===== src/rtl/i2cm_pkg.sv =====
// Shared types and constants of the I2C master message sequencer.
package i2cm_pkg;
    typedef enum logic [1:0] {
        BOP_START = 2'd0,
        BOP_WRITE = 2'd1,
        BOP_READ  = 2'd2,
        BOP_STOP  = 2'd3
    } bus_op_e;

    typedef enum logic [2:0] {
        SQ_IDLE, SQ_START, SQ_ADR1, SQ_ADR2, SQ_DATA, SQ_STOP
    } seq_state_e;

    localparam int REG_W = 16;

    // register indices
    localparam logic [3:0] RA_CMD    = 4'd0;
    localparam logic [3:0] RA_RXCNT  = 4'd1;
    localparam logic [3:0] RA_TXCNT  = 4'd2;
    localparam logic [3:0] RA_ADR1   = 4'd3;
    localparam logic [3:0] RA_ADR2   = 4'd4;
    localparam logic [3:0] RA_DATA   = 4'd5;
    localparam logic [3:0] RA_LEVEL  = 4'd6;
    localparam logic [3:0] RA_STAT   = 4'd7;
    localparam logic [3:0] RA_IEN    = 4'd8;
    localparam logic [3:0] RA_IPEND  = 4'd9;
    localparam logic [3:0] RA_TXDONE = 4'd10;
    localparam logic [3:0] RA_RXDONE = 4'd11;

    // status bit positions
    localparam int SB_RXSVC = 13;
    localparam int SB_TXSVC = 12;
    localparam int SB_MDONE = 11;
    localparam int SB_ADONE = 10;
    localparam int SB_STOP  = 9;
    localparam int SB_BADP  = 8;
    localparam int SB_TMO   = 7;
    localparam int SB_ARB   = 6;
    localparam int SB_NAKD  = 5;
    localparam int SB_NAKA  = 4;
endpackage


===== src/rtl/i2cm_fifo.sv =====
// Byte queue with occupancy count.
// Assumes: a push while full and a pop while empty are dropped.
module i2cm_fifo #(
    parameter int DW    = 8,
    parameter int DEPTH = 8
) (
    input  logic                         clk,
    input  logic                         rst_n,
    input  logic                         push,
    input  logic [DW-1:0]                wdata,
    input  logic                         pop,
    output logic [DW-1:0]                rdata,
    output logic [$clog2(DEPTH+1)-1:0]   level,
    output logic                         full,
    output logic                         empty
);
    localparam int AW = (DEPTH > 1) ? $clog2(DEPTH) : 1;
    localparam int LW = $clog2(DEPTH + 1);

    logic [DW-1:0] mem [DEPTH];
    logic [AW-1:0] wp, rp;
    logic          do_push, do_pop;

    assign full    = (level == LW'(DEPTH));
    assign empty   = (level == '0);
    assign do_push = push && !full;
    assign do_pop  = pop && !empty;
    assign rdata   = mem[rp];

    // storage write
    always_ff @(posedge clk) begin
        if (do_push) mem[wp] <= wdata;
    end

    // pointers and occupancy
    always_ff @(posedge clk) begin
        if (!rst_n) begin
            wp    <= '0;
            rp    <= '0;
            level <= '0;
        end else begin
            if (do_push) wp <= (wp == AW'(DEPTH-1)) ? '0 : wp + 1'b1;
            if (do_pop)  rp <= (rp == AW'(DEPTH-1)) ? '0 : rp + 1'b1;
            level <= level + LW'(do_push) - LW'(do_pop);
        end
    end
endmodule


===== src/rtl/i2cm_seq.sv =====
// Message sequencer: START, one or two address bytes, data phase, and
// a separate STOP. Reports one-cycle event pulses to the status logic.
// Assumes: bus_done only while bus_req is high; counts are not lowered
// below the bytes already moved while busy.
module i2cm_seq
    import i2cm_pkg::*;
#(
    parameter int CNT_W = 8
) (
    input  logic             clk,
    input  logic             rst_n,
    input  logic             start_go,
    input  logic             stop_go,
    input  logic [CNT_W-1:0] rx_cnt,
    input  logic [CNT_W-1:0] tx_cnt,
    input  logic [7:0]       adr_first,
    input  logic [7:0]       adr_second,
    input  logic             tx_empty,
    input  logic [7:0]       tx_head,
    input  logic             rx_full,
    input  logic             bus_done,
    input  logic             bus_nak,
    input  logic             bus_arb,
    output logic             busy,
    output logic             rd_dir,
    output logic             bus_req,
    output bus_op_e          bus_op,
    output logic [7:0]       bus_wbyte,
    output logic             bus_mack,
    output logic             tx_pop,
    output logic             rx_push,
    output logic [CNT_W-1:0] tx_done_cnt,
    output logic [CNT_W-1:0] rx_done_cnt,
    output logic             ev_mdone,
    output logic             ev_stop,
    output logic             ev_arb,
    output logic             ev_naka,
    output logic             ev_nakd
);
    seq_state_e st;
    logic ten_bit, data_left, data_room, in_adr;

    assign ten_bit   = (adr_first[7:3] == 5'b11110);
    assign data_left = rd_dir ? (rx_done_cnt < rx_cnt) : (tx_done_cnt < tx_cnt);
    assign data_room = rd_dir ? !rx_full : !tx_empty;
    assign in_adr    = (st == SQ_ADR1) || (st == SQ_ADR2);
    assign busy      = (st != SQ_IDLE);

    // engine request, operation and byte for the current state
    always_comb begin
        bus_req   = 1'b0;
        bus_op    = BOP_START;
        bus_wbyte = 8'h00;
        unique case (st)
            SQ_START: bus_req = 1'b1;
            SQ_ADR1:  begin bus_req = 1'b1; bus_op = BOP_WRITE; bus_wbyte = adr_first; end
            SQ_ADR2:  begin bus_req = 1'b1; bus_op = BOP_WRITE; bus_wbyte = adr_second; end
            SQ_DATA:  begin
                bus_req   = data_left && data_room;
                bus_op    = rd_dir ? BOP_READ : BOP_WRITE;
                bus_wbyte = rd_dir ? 8'h00 : tx_head;
            end
            SQ_STOP:  begin bus_req = 1'b1; bus_op = BOP_STOP; end
            default:  ;
        endcase
    end

    // the master ACKs unless this read is the last one requested
    assign bus_mack = ({1'b0, rx_done_cnt} + 1'b1) != {1'b0, rx_cnt};

    assign tx_pop   = (st == SQ_DATA) && !rd_dir && bus_done;
    assign rx_push  = (st == SQ_DATA) && rd_dir && bus_done && !bus_arb;
    assign ev_mdone = (st == SQ_DATA) && !data_left;
    assign ev_stop  = (st == SQ_STOP) && bus_done;
    assign ev_arb   = bus_done && bus_arb && (st != SQ_STOP) && busy;
    assign ev_naka  = bus_done && !bus_arb && bus_nak && in_adr;
    assign ev_nakd  = bus_done && !bus_arb && bus_nak && (st == SQ_DATA) && !rd_dir;

    // state, direction and byte counters
    always_ff @(posedge clk) begin
        if (!rst_n) begin
            st          <= SQ_IDLE;
            rd_dir      <= 1'b0;
            tx_done_cnt <= '0;
            rx_done_cnt <= '0;
        end else begin
            unique case (st)
                SQ_IDLE: begin
                    if (start_go) begin
                        st          <= SQ_START;
                        rd_dir      <= (rx_cnt != '0);
                        tx_done_cnt <= '0;
                        rx_done_cnt <= '0;
                    end else if (stop_go) begin
                        st <= SQ_STOP;
                    end
                end
                SQ_START: if (bus_done) st <= bus_arb ? SQ_IDLE : SQ_ADR1;
                SQ_ADR1: if (bus_done) begin
                    if (bus_arb || bus_nak) st <= SQ_IDLE;
                    else                    st <= ten_bit ? SQ_ADR2 : SQ_DATA;
                end
                SQ_ADR2: if (bus_done) st <= (bus_arb || bus_nak) ? SQ_IDLE : SQ_DATA;
                SQ_DATA: begin
                    if (!data_left)     st <= SQ_IDLE;
                    else if (bus_done) begin
                        if (bus_arb)     st <= SQ_IDLE;
                        else if (rd_dir) rx_done_cnt <= rx_done_cnt + 1'b1;
                        else if (bus_nak) st <= SQ_IDLE;
                        else             tx_done_cnt <= tx_done_cnt + 1'b1;
                    end
                end
                SQ_STOP: if (bus_done) st <= SQ_IDLE;
                default: st <= SQ_IDLE;
            endcase
        end
    end

    AST_REQ_HELD: assert property (@(posedge clk) disable iff (!rst_n)
        bus_req && !bus_done |=> bus_req);
    AST_DONE_NEEDS_REQ: assert property (@(posedge clk) disable iff (!rst_n)
        bus_done |-> bus_req);
    AST_RX_ROOM: assert property (@(posedge clk) disable iff (!rst_n)
        rx_push |-> !rx_full);
    AST_TX_BOUND: assert property (@(posedge clk) disable iff (!rst_n)
        busy && !rd_dir |-> tx_done_cnt <= tx_cnt);
endmodule


===== src/rtl/i2cm_msg_seq.sv =====
// Top: register port, transmit and receive queues, sticky status,
// interrupt mask and pending flag around the message sequencer.
// Assumes: the bit-timing engine follows the req/done handshake.
module i2cm_msg_seq
    import i2cm_pkg::*;
#(
    parameter int CNT_W      = 8,
    parameter int FIFO_DEPTH = 8
) (
    input  logic        clk,
    input  logic        rst_n,
    input  logic        reg_wr,
    input  logic        reg_rd,
    input  logic [3:0]  reg_addr,
    input  logic [15:0] reg_wdata,
    output logic [15:0] reg_rdata,
    output logic        irq,
    output logic        eng_req,
    output logic [1:0]  eng_op,
    output logic [7:0]  eng_wbyte,
    output logic        eng_mack,
    input  logic        eng_done,
    input  logic        eng_nak,
    input  logic        eng_arb,
    input  logic [7:0]  eng_rbyte
);
    localparam int LVL_W = $clog2(FIFO_DEPTH + 1);

    logic [CNT_W-1:0] rx_cnt_q, tx_cnt_q, tx_done, rx_done;
    logic [7:0]       adr1_q, adr2_q, tx_head, rx_head;
    logic [REG_W-1:0] en_q, status_w, set_vec;
    logic [11:4]      st_q, ev;
    logic [1:0]       svc_q;
    logic             pend_q, busy, rd_dir;
    logic             wr_cmd, cmd_go, stop_go, bad_cmd;
    logic             tx_full, tx_empty, rx_full, rx_empty, tx_pop, rx_push;
    logic             tx_svc, rx_svc;
    logic             ev_mdone, ev_stop, ev_arb, ev_naka, ev_nakd;
    logic [LVL_W-1:0] tx_lvl, rx_lvl;
    logic [CNT_W:0]   tx_sum;
    bus_op_e          op;

    // command decode; only accepted while idle
    assign wr_cmd  = reg_wr && (reg_addr == RA_CMD) && !busy;
    assign cmd_go  = wr_cmd && (reg_wdata[3:0] == 4'h8) && ((rx_cnt_q != '0) ^ (tx_cnt_q != '0));
    assign stop_go = wr_cmd && (reg_wdata[3:0] == 4'hB);
    assign bad_cmd = wr_cmd && !cmd_go && !stop_go;

    i2cm_fifo #(.DW(8), .DEPTH(FIFO_DEPTH)) u_txq (
        .clk(clk), .rst_n(rst_n),
        .push(reg_wr && reg_addr == RA_DATA), .wdata(reg_wdata[7:0]),
        .pop(tx_pop), .rdata(tx_head), .level(tx_lvl),
        .full(tx_full), .empty(tx_empty));

    i2cm_fifo #(.DW(8), .DEPTH(FIFO_DEPTH)) u_rxq (
        .clk(clk), .rst_n(rst_n),
        .push(rx_push), .wdata(eng_rbyte),
        .pop(reg_rd && reg_addr == RA_DATA), .rdata(rx_head), .level(rx_lvl),
        .full(rx_full), .empty(rx_empty));

    i2cm_seq #(.CNT_W(CNT_W)) u_seq (
        .clk(clk), .rst_n(rst_n), .start_go(cmd_go), .stop_go(stop_go),
        .rx_cnt(rx_cnt_q), .tx_cnt(tx_cnt_q), .adr_first(adr1_q), .adr_second(adr2_q),
        .tx_empty(tx_empty), .tx_head(tx_head), .rx_full(rx_full),
        .bus_done(eng_done), .bus_nak(eng_nak), .bus_arb(eng_arb),
        .busy(busy), .rd_dir(rd_dir), .bus_req(eng_req), .bus_op(op),
        .bus_wbyte(eng_wbyte), .bus_mack(eng_mack), .tx_pop(tx_pop), .rx_push(rx_push),
        .tx_done_cnt(tx_done), .rx_done_cnt(rx_done),
        .ev_mdone(ev_mdone), .ev_stop(ev_stop), .ev_arb(ev_arb),
        .ev_naka(ev_naka), .ev_nakd(ev_nakd));

    assign eng_op = op;

    // queue service levels
    assign tx_sum = (CNT_W+1)'(tx_done) + (CNT_W+1)'(tx_lvl);
    assign tx_svc = busy && !rd_dir && (tx_sum < {1'b0, tx_cnt_q}) && !tx_full;
    assign rx_svc = !rx_empty;

    // event vector and visible status word
    always_comb begin
        ev           = '0;
        ev[SB_MDONE] = ev_mdone;
        ev[SB_STOP]  = ev_stop;
        ev[SB_BADP]  = bad_cmd;
        ev[SB_ARB]   = ev_arb;
        ev[SB_NAKD]  = ev_nakd;
        ev[SB_NAKA]  = ev_naka;
        set_vec           = '0;
        set_vec[11:4]     = ev;
        set_vec[SB_TXSVC] = tx_svc && !svc_q[0];
        set_vec[SB_RXSVC] = rx_svc && !svc_q[1];
        status_w           = '0;
        status_w[11:4]     = st_q;
        status_w[SB_TXSVC] = tx_svc;
        status_w[SB_RXSVC] = rx_svc;
    end

    // configuration registers
    always_ff @(posedge clk) begin
        if (!rst_n) begin
            rx_cnt_q <= '0;
            tx_cnt_q <= '0;
            adr1_q   <= '0;
            adr2_q   <= '0;
            en_q     <= '0;
        end else if (reg_wr) begin
            case (reg_addr)
                RA_RXCNT: rx_cnt_q <= reg_wdata[CNT_W-1:0];
                RA_TXCNT: if (!busy) tx_cnt_q <= reg_wdata[CNT_W-1:0];
                RA_ADR1:  if (!busy) adr1_q <= reg_wdata[7:0];
                RA_ADR2:  if (!busy) adr2_q <= reg_wdata[7:0];
                RA_IEN:   en_q <= reg_wdata;
                default:  ;
            endcase
        end
    end

    // sticky status, service edge history and pending interrupt
    always_ff @(posedge clk) begin
        if (!rst_n) begin
            st_q   <= '0;
            svc_q  <= '0;
            pend_q <= 1'b0;
        end else begin
            st_q   <= (st_q & ~((reg_wr && reg_addr == RA_STAT) ? reg_wdata[11:4] : 8'h00)) | ev;
            svc_q  <= {rx_svc, tx_svc};
            pend_q <= (pend_q && !(reg_wr && reg_addr == RA_IPEND && reg_wdata[0]))
                      || |(set_vec & en_q);
        end
    end

    assign irq = pend_q;

    // register read mux
    always_comb begin
        reg_rdata = '0;
        case (reg_addr)
            RA_CMD:    reg_rdata[3] = busy;
            RA_RXCNT:  reg_rdata[CNT_W-1:0] = rx_cnt_q;
            RA_TXCNT:  reg_rdata[CNT_W-1:0] = tx_cnt_q;
            RA_ADR1:   reg_rdata[7:0] = adr1_q;
            RA_ADR2:   reg_rdata[7:0] = adr2_q;
            RA_DATA:   reg_rdata[7:0] = rx_head;
            RA_LEVEL:  begin
                reg_rdata[LVL_W-1:0]   = tx_lvl;
                reg_rdata[8 +: LVL_W]  = rx_lvl;
            end
            RA_STAT:   reg_rdata = status_w;
            RA_IEN:    reg_rdata = en_q;
            RA_IPEND:  reg_rdata[0] = pend_q;
            RA_TXDONE: reg_rdata[CNT_W-1:0] = tx_done;
            RA_RXDONE: reg_rdata[CNT_W-1:0] = rx_done;
            default:   ;
        endcase
    end

    AST_ERR_FREES_BUS: assert property (@(posedge clk) disable iff (!rst_n)
        ($rose(st_q[SB_NAKA]) || $rose(st_q[SB_NAKD]) || $rose(st_q[SB_ARB])) |-> !busy);
    AST_MDONE_IDLE: assert property (@(posedge clk) disable iff (!rst_n)
        $rose(st_q[SB_MDONE]) |-> !busy && !eng_req);
    AST_STOP_IDLE: assert property (@(posedge clk) disable iff (!rst_n)
        $rose(st_q[SB_STOP]) |-> !busy);
    AST_IRQ_CAUSE: assert property (@(posedge clk) disable iff (!rst_n)
        $rose(pend_q) |-> |($past(set_vec) & $past(en_q)));
endmodule


===== config.mk =====
export PLATFORM = sky130hd
export DESIGN_NAME = i2cm_msg_seq
export DESIGN_NICKNAME = d
export VERILOG_FILES = /design/src/rtl/i2cm_pkg.sv /design/src/rtl/i2cm_fifo.sv /design/src/rtl/i2cm_seq.sv /design/src/rtl/i2cm_msg_seq.sv
export SDC_FILE = /design/constraint.sdc
export NUM_CORES = 1
export LEC_CHECK = 0
export BUFFER_PORTS_ARGS = -buffer_cell sky130_fd_sc_hd__buf_2
export CORE_MARGIN = 1.5
export CORE_UTILIZATION = 55
export DETAILED_ROUTE_END_ITERATION = 12
export PLACE_DENSITY = 0.84
export REMOVE_ABC_BUFFERS = 1
export SYNTH_ARGS = -nofsm -noshare
export SYNTH_HDL_FRONTEND = slang
export SYNTH_SLANG_ARGS = --single-unit

===== constraint.sdc =====
create_clock -name clk -period 6.4 [get_ports clk]
set_input_delay 0 -clock clk [delete_from_list [all_inputs] [get_ports clk]]
set_output_delay 0 -clock clk [all_outputs]
set_load 0.005 [all_outputs]

==> After elaboration in Yosys (flattened, before gate mapping) <==
Memories as Yosys holds them, arrays and structs flattened. A register that Yosys moved wholly into a read port is not among the register bits.
Cells that the tools add are included.
{ "totals": {"mem_bits_ro": 0, "wordCells": 211, "output_inout_bits": 29, "latchBits": 0, "input_bits": 35, "n_memories": 2, "ram_bits": 128, "reg_bits": 99} }
{ "op_classes": {"shifts": 0, "n_reduce_logical": 74, "n_eq_ne": 42, "n_bitwise": 6, "addsub": 12, "order_cmp": 3, "n_div": 0, "mul": 0, "mux": 54} }
{ "mem_list": {"columns": ["name", "depth", "word_bits", "rd", "rd_ports_with_merged_regs", "write_ports", "line", "rtl"], "rows": [
  ["u_rxq.mem", 8, 8, 1, 1, 1, "i2cm_fifo.sv:20", "logic [DW-1:0] mem [DEPTH];"],
  ["u_txq.mem", 8, 8, 1, 1, 1, "i2cm_fifo.sv:20", null]
]} }
{ "ops": {"columns": ["cell", "n"], "rows": [
  ["8-bit two-way mux", 12],
  ["3-bit two-way mux", 22],
  ["1-bit logical AND", 38],
  ["4-bit one-hot mux with 9 select lines", 1],
  ["4-bit == test (second input constant)", 8],
  ["8-bit one-hot mux with 2 select lines", 2],
  ["8-bit one-hot mux with 3 select lines", 1],
  ["1-bit one-hot mux with 10 select lines", 2],
  ["3-bit == test (second input constant)", 6],
  ["2-bit != test (second input constant)", 9],
  ["2-bit one-hot mux with 9 select lines", 1],
  ["3-bit one-hot mux with 6 select lines", 1],
  ["8-bit by 1-bit adder with 8-bit output (second input constant)", 2],
  ["14-bit by 16-bit AND with 16-bit output", 1],
  ["4-bit by 3-bit == test with 1-bit output (second input constant)", 4],
  ["8-bit < comparator", 2],
  ["8-bit nonzero test", 2],
  ["16-bit OR reduction", 1],
  ["1-bit logical NOT", 13],
  ["3-bit by 1-bit adder with 3-bit output (second input constant)", 4],
  ["4-bit logical NOT", 3],
  ["4-bit one-hot mux with 3 select lines", 1],
  ["8-bit by 1-bit adder with 9-bit output (second input constant)", 1],
  ["8-bit by 4-bit adder with 9-bit output", 1],
  ["33 further kinds", 53]
]} }

==> Depth between registers and ports, before layout <==
{ "depth": {"depth_word": 11, "mapped_depth": 14, "mapped_depth_nobuf": 14} }

==> Cells and area by module <==
A second synthesis with hierarchy kept.
{ "hier_totals": {"hier_cells": 1032, "area_unflattened_um2": 11783.8} }
{ "by_module_without_submodules": {"columns": ["module", "area_each_um2", "cells_per_inst", "instances", "seq_area_each_um2"], "rows": [
  ["i2cm_fifo", 3180.6, 172, 2, 2182.1],
  ["i2cm_msg_seq", 3440.8, 434, 1, 1181.1],
  ["i2cm_seq", 1981.9, 254, 1, 400.4]
]} }

==> Least setup slack after synthesis <==
No wires, ideal clock.
{ "synth_path": {"kind": "register -> register", "startpoint": "reg u_seq.tx_done_cnt[0]", "endpoint": "reg pend_q, in the netlist irq", "arrival_ns": 2.643, "n_path_buf": 0, "synth_period_minus_slack_ns": 2.717, "setup_ns": 0.074, "slack_ns": 3.683, "stages_incl_launch_ff": 15, "t_required_ns": 6.326, "cell_sequence": "dfxtp_1 -> ha_1 -> inv_1 -> fa_1 -> inv_1 -> a21o_1 -> a21oi_1 -> nor2_1 -> xor2_1 -> ha_1 -> a2111oi_0 -> o211ai_1 -> nor3_1 -> a32oi_1 -> a31oi_1"} }
{ "synth_between": {"elab_chain_len": 8, "word_cells_on_any_way": 12, "classes_between": "add/sub: 1; order compare: 2; mux: 1; bitwise: 1; reduce/logical: 7"} }
{ "synth_rtl": {"columns": ["item", "line", "rtl"], "rows": [
  ["start: declaration", "i2cm_seq.sv:32", "output logic [CNT_W-1:0] tx_done_cnt,"],
  ["start signal: assignment", "i2cm_seq.sv:110", "else tx_done_cnt <= tx_done_cnt + 1'b1;"],
  ["8-bit by 4-bit adder with 9-bit output", "i2cm_msg_seq.sv:75", "assign tx_sum = (CNT_W+1)'(tx_done) + (CNT_W+1)'(tx_lvl);"],
  ["9-bit by 8-bit < comparator with 1-bit output", "i2cm_msg_seq.sv:76", "assign tx_svc = busy && !rd_dir && (tx_sum < {1'b0, tx_cnt_q}) && !tx_full;"],
  ["1-bit logical AND (2 in series)", "i2cm_msg_seq.sv:76", null],
  ["1-bit logical AND", "i2cm_msg_seq.sv:90", "set_vec[SB_TXSVC] = tx_svc && !svc_q[0];"],
  ["14-bit by 16-bit AND with 16-bit output *", "i2cm_msg_seq.sv:128", "|| |(set_vec & en_q);"],
  ["16-bit OR reduction *", "i2cm_msg_seq.sv:128", null],
  ["1-bit logical OR *", "i2cm_msg_seq.sv:128", null],
  ["end signal: assignment", "i2cm_msg_seq.sv:127", "pend_q <= (pend_q && !(reg_wr && reg_addr == RA_IPEND && reg_wdata[0]))"],
  ["end: declaration", "i2cm_msg_seq.sv:34", "logic pend_q, busy, rd_dir;"]
]} }
Mark *: on every way between the ends. The rest lies on a longest branch, timed or not.
A chain may end at the register's enable or synchronous reset.

==> Final worst setup path <==
{ "layout_path": {"startpoint": "reg u_seq.tx_done_cnt[0]", "endpoint": "out reg_rdata[12]"} }
{ "layout_between": {"elab_chain_len": 5} }
{ "layout_rtl": {"columns": ["item", "line", "rtl"], "rows": [
  ["8-bit by 4-bit adder with 9-bit output", "i2cm_msg_seq.sv:75", null],
  ["9-bit by 8-bit < comparator with 1-bit output", "i2cm_msg_seq.sv:76", null],
  ["1-bit logical AND (2 in series)", "i2cm_msg_seq.sv:76", null],
  ["4-bit one-hot mux with 2 select lines", "i2cm_msg_seq.sv:137", "case (reg_addr)"],
  ["end: declaration", "i2cm_msg_seq.sv:16", "output logic [15:0] reg_rdata,"]
]} }
Every way passes these cells.

==> summary.txt <==
CTS Buf Count: 24
Worst skew pair latency: 0.55 ns
Core Footprint: 20230 um2
Placer Congestion: 0.9386
Synth Cell Area: 11370 um2
Slew Viols, Final: 0
Clk buf depth: 3
Mean Syn Cell Area: 11.14 um2
Critical Path RT: 6.40 ns
Worst setup EP type: output port
Main flop type after synthesis: edfxtp_1
Relative slew slack: 20.30%
Final setup violation count: 0
Post-synth EDFFs: 128
Tmin final: 3.804 ns
Die area: 21540 um2
Leak: 0.004765 uW
Area Growth Syn to Fin: 14.94%
Hold Vio Cnt, Final: 0
Initial core utilization: 56.19%
Critical Path Slowest Stage Cell: dfxtp_1
Clock skew: 0.02870 ns
Crit path DAT: 3.80 ns
Netlist cell types: 79
Pre-antenna DRT Iters: 9
Post-synthesis async set-or-reset flop share: 0%
TritonCTS clock tree: done
Port Buffers: 63
DIE WIDTH: 146.8 um
Post-CTS Setup Bufs: 0
Detailed-route DRC error count: 0
Delay-heaviest family, CP: compound AO/OA/AOI/OAI gates
Row Count: 52
Final core utilization: 64.59%
DR iter-0 viols: 1165
Clk slew on worst S/H paths: 0.07 ns
GRT overflow: 0
Largest net degree at the start of global routing: 82
CTS H-tree lvls: 1
CP Max Fanout: 9
Clock sink total: 233
Number of global-route vias before repair: 8450
Via density: 6.376
Pwr Density: 279.5 nW/um2
Bufs and invs on worst path: 3
Global-route wire length before repair: 46700 um
Syn. warnings: 0
Final period util: 59.44%
Drt wl/cell: 21.69 um
Root Driver: clkbuf_16
Seq/Total Area, Yosys: 52.29%
Setup TNS: 0 ns
# Max-Cap Violations: 0
HPWL after DPL: 19890 um
RSZ-0062 raised after global routing: false
Peak Freq: 0.2629 GHz
Synthesis-stage register bit count: 233
Layout cells sized above 1: 15.17%
Setup CP Type: reg -> out
Peak VDD IR: 0.2964 mV
Via count: 8831
Post-CTS sizing: 0
Routed Wire Length: 30050 um
Overall routing resource usage: 27.99%
CP Cell Sequence: ha_1 > inv_1 > fa_1 > inv_1 > a21o_1 > a21oi_1 > nor2_1 > xor2_1 > ha_1 > a2111oi_0 > o211ai_1 > nor3_1 > a22o_1 > buf_2
Hold buffers post-CTS: 31
Measured slew at the worst slew-check pin: 1.186 ns
Post-Syn Instances: 1021
Startpoint types: flop
Tightest Hold Check Type: in -> reg
Antenna violations before repair: 1
Die height: 146.8 um
Nets: 1182
Status: finished clean
I/O pins: 64
DRT antenna net count: 0
Crit-path max cell delay: 0.51 ns
-- cells in the mapped netlist, drive strengths merged, types with 8 or more instances --
master | number | area, um2
edfxtp | 128 | 3844
nand2 | 115 | 431.7
dfxtp | 105 | 2102
a21oi | 87 | 446.7
nor2 | 81 | 306.6
mux2i | 52 | 520.5
ha | 48 | 600.6
clkbuf | 42 | 172.7
inv | 39 | 146.4
nand3 | 35 | 175.2
mux4 | 32 | 720.7
nor3 | 26 | 135.1
o21ai | 24 | 120.1
nand2b | 16 | 102.6
buf | 13 | 60.06
nor2b | 13 | 81.33
xnor2 | 11 | 96.34
and3 | 10 | 62.56
nor3b | 10 | 75.07
xor2 | 10 | 87.58
o22ai | 9 | 56.30
a21o | 8 | 63.82
a31oi | 8 | 50.05
-- flip-flops by register name, summed over array words and instances (netlist names), named ones only --
signal             count
u_rxq.mem             64
u_txq.mem             64
en_q                  16
adr1_q                 8
adr2_q                 8
rx_cnt_q               8
st_q                   8
tx_cnt_q               8
u_seq.rx_done_cnt      8
u_seq.tx_done_cnt      8
u_rxq.level            4
u_txq.level            4
u_rxq.rp               3
u_rxq.wp               3
u_seq.st               3
u_txq.rp               3
u_txq.wp               3
svc_q                  2
irq                    1
u_seq.rd_dir           1
-- area by class of cell --
class                   instances  area (um2)
fillers                      1448        7166
multi-input cells             693        5034
diodes                          1       2.502
clock inverters                19       290.3
flip-flops and latches        233        5946
repair buffers                105       708.2
inverters                      39       146.4
well taps                     270       337.8
clock buffers                  25       604.3
-- report_power, final --
part	switching, uW	internal (uW)
Clock	623	941
Combinational	258	175
Sequential	57.7	1600
-- path summary, 6_finish.rpt --
check / startpoint / endpoint / slack, ns / depth (start not counted)
hold / removal: reg_rd / flop / 0.006 / 4
setup reg to reg: u_seq.st[0] / u_rxq.mem[1][6] / 2.88 / 5
setup / recovery: u_seq.tx_done_cnt[0] / reg_rdata[12] / 2.60 / 14
hold reg to reg: en_q[1] / en_q[1] / 0.46 / 2
-- routing by layer --
layer | share of wire (%) | track usage, % | wire (um)
met3 | 10 | 5.000 | 3019
met2 | 47 | 46.42 | 14260
met4 | 4.3 | 9.848 | 1294
met5 | 0 | 0 | 0
met1 | 38 | 37.17 | 11470
-- layout by cell type, fill, tap and decap left out, types with 5 or more instances in the layout --
cell,synthesis,routed
edfxtp_1,128,128
nand2_1,115,115
dfxtp_1,105,105
a21oi_1,86,86
nor2_1,80,80
buf_2,0,63
mux2i_1,52,52
ha_1,48,48
inv_1,38,38
nand3_1,35,35
mux4_2,32,32
dlygate4sd3_1,0,31
nor3_1,25,25
clkbuf_16,0,24
o21ai_0,22,22
nand2b_1,15,15
nor2b_1,13,13
xnor2_1,11,11
buf_4,1,11
xor2_1,10,10
nor3b_1,10,10
and3_1,10,10
o22ai_1,9,9
a31oi_1,8,8
nand4_1,6,6
bufinv_16,0,6
a21o_1,5,5
a211oi_1,5,5
o211ai_1,5,5
a22oi_1,5,5
a221o_1,5,5
and2_1,5,5
-- worst reg2reg max path: stages (launching register included) --
cell and delay (ns):
dfxtp_1 0.66, nor2_2 0.35, nand3_1 0.23, a21oi_1 0.65, nand2b_1 0.26, nor3b_1 1.01
-- cell families (layout without fill, tap and decap cells) --
kind of cell | after synthesis | after routing | share of synthesized area [%]
AND/OR/NAND/NOR | 342 | 342 | 14.59
flip-flops | 233 | 233 | 52.29
AO/OA/AOI/OAI | 194 | 194 | 11.24
buffers and inverters | 95 | 188 | 3.433
multiplexers | 85 | 85 | 11.02
adder cells (fa/ha/maj) | 51 | 51 | 5.811
XOR/XNOR | 21 | 21 | 1.618
other | 0 | 1 | 0
-- stage by stage --
step | hold slack [ns] | instances | total power, uW | setup slack, ns | instance area, um2
after floorplan | 0.08701 | 965 | 1927 | 3.674 | 11130
after global placement | 0.1974 | 1309 | 2082 | 3.138 | 11860
after detailed placement | 0.2082 | 1309 | 2091 | 2.976 | 11860
after CTS | 0.009965 | 1384 | 3643 | 2.594 | 13070
after global routing | 0.02642 | 1384 | 3753 | 2.409 | 13070
final | 0.005701 | 1385 | 3653 | 2.596 | 13070
(Power assumes the default switching activity.)
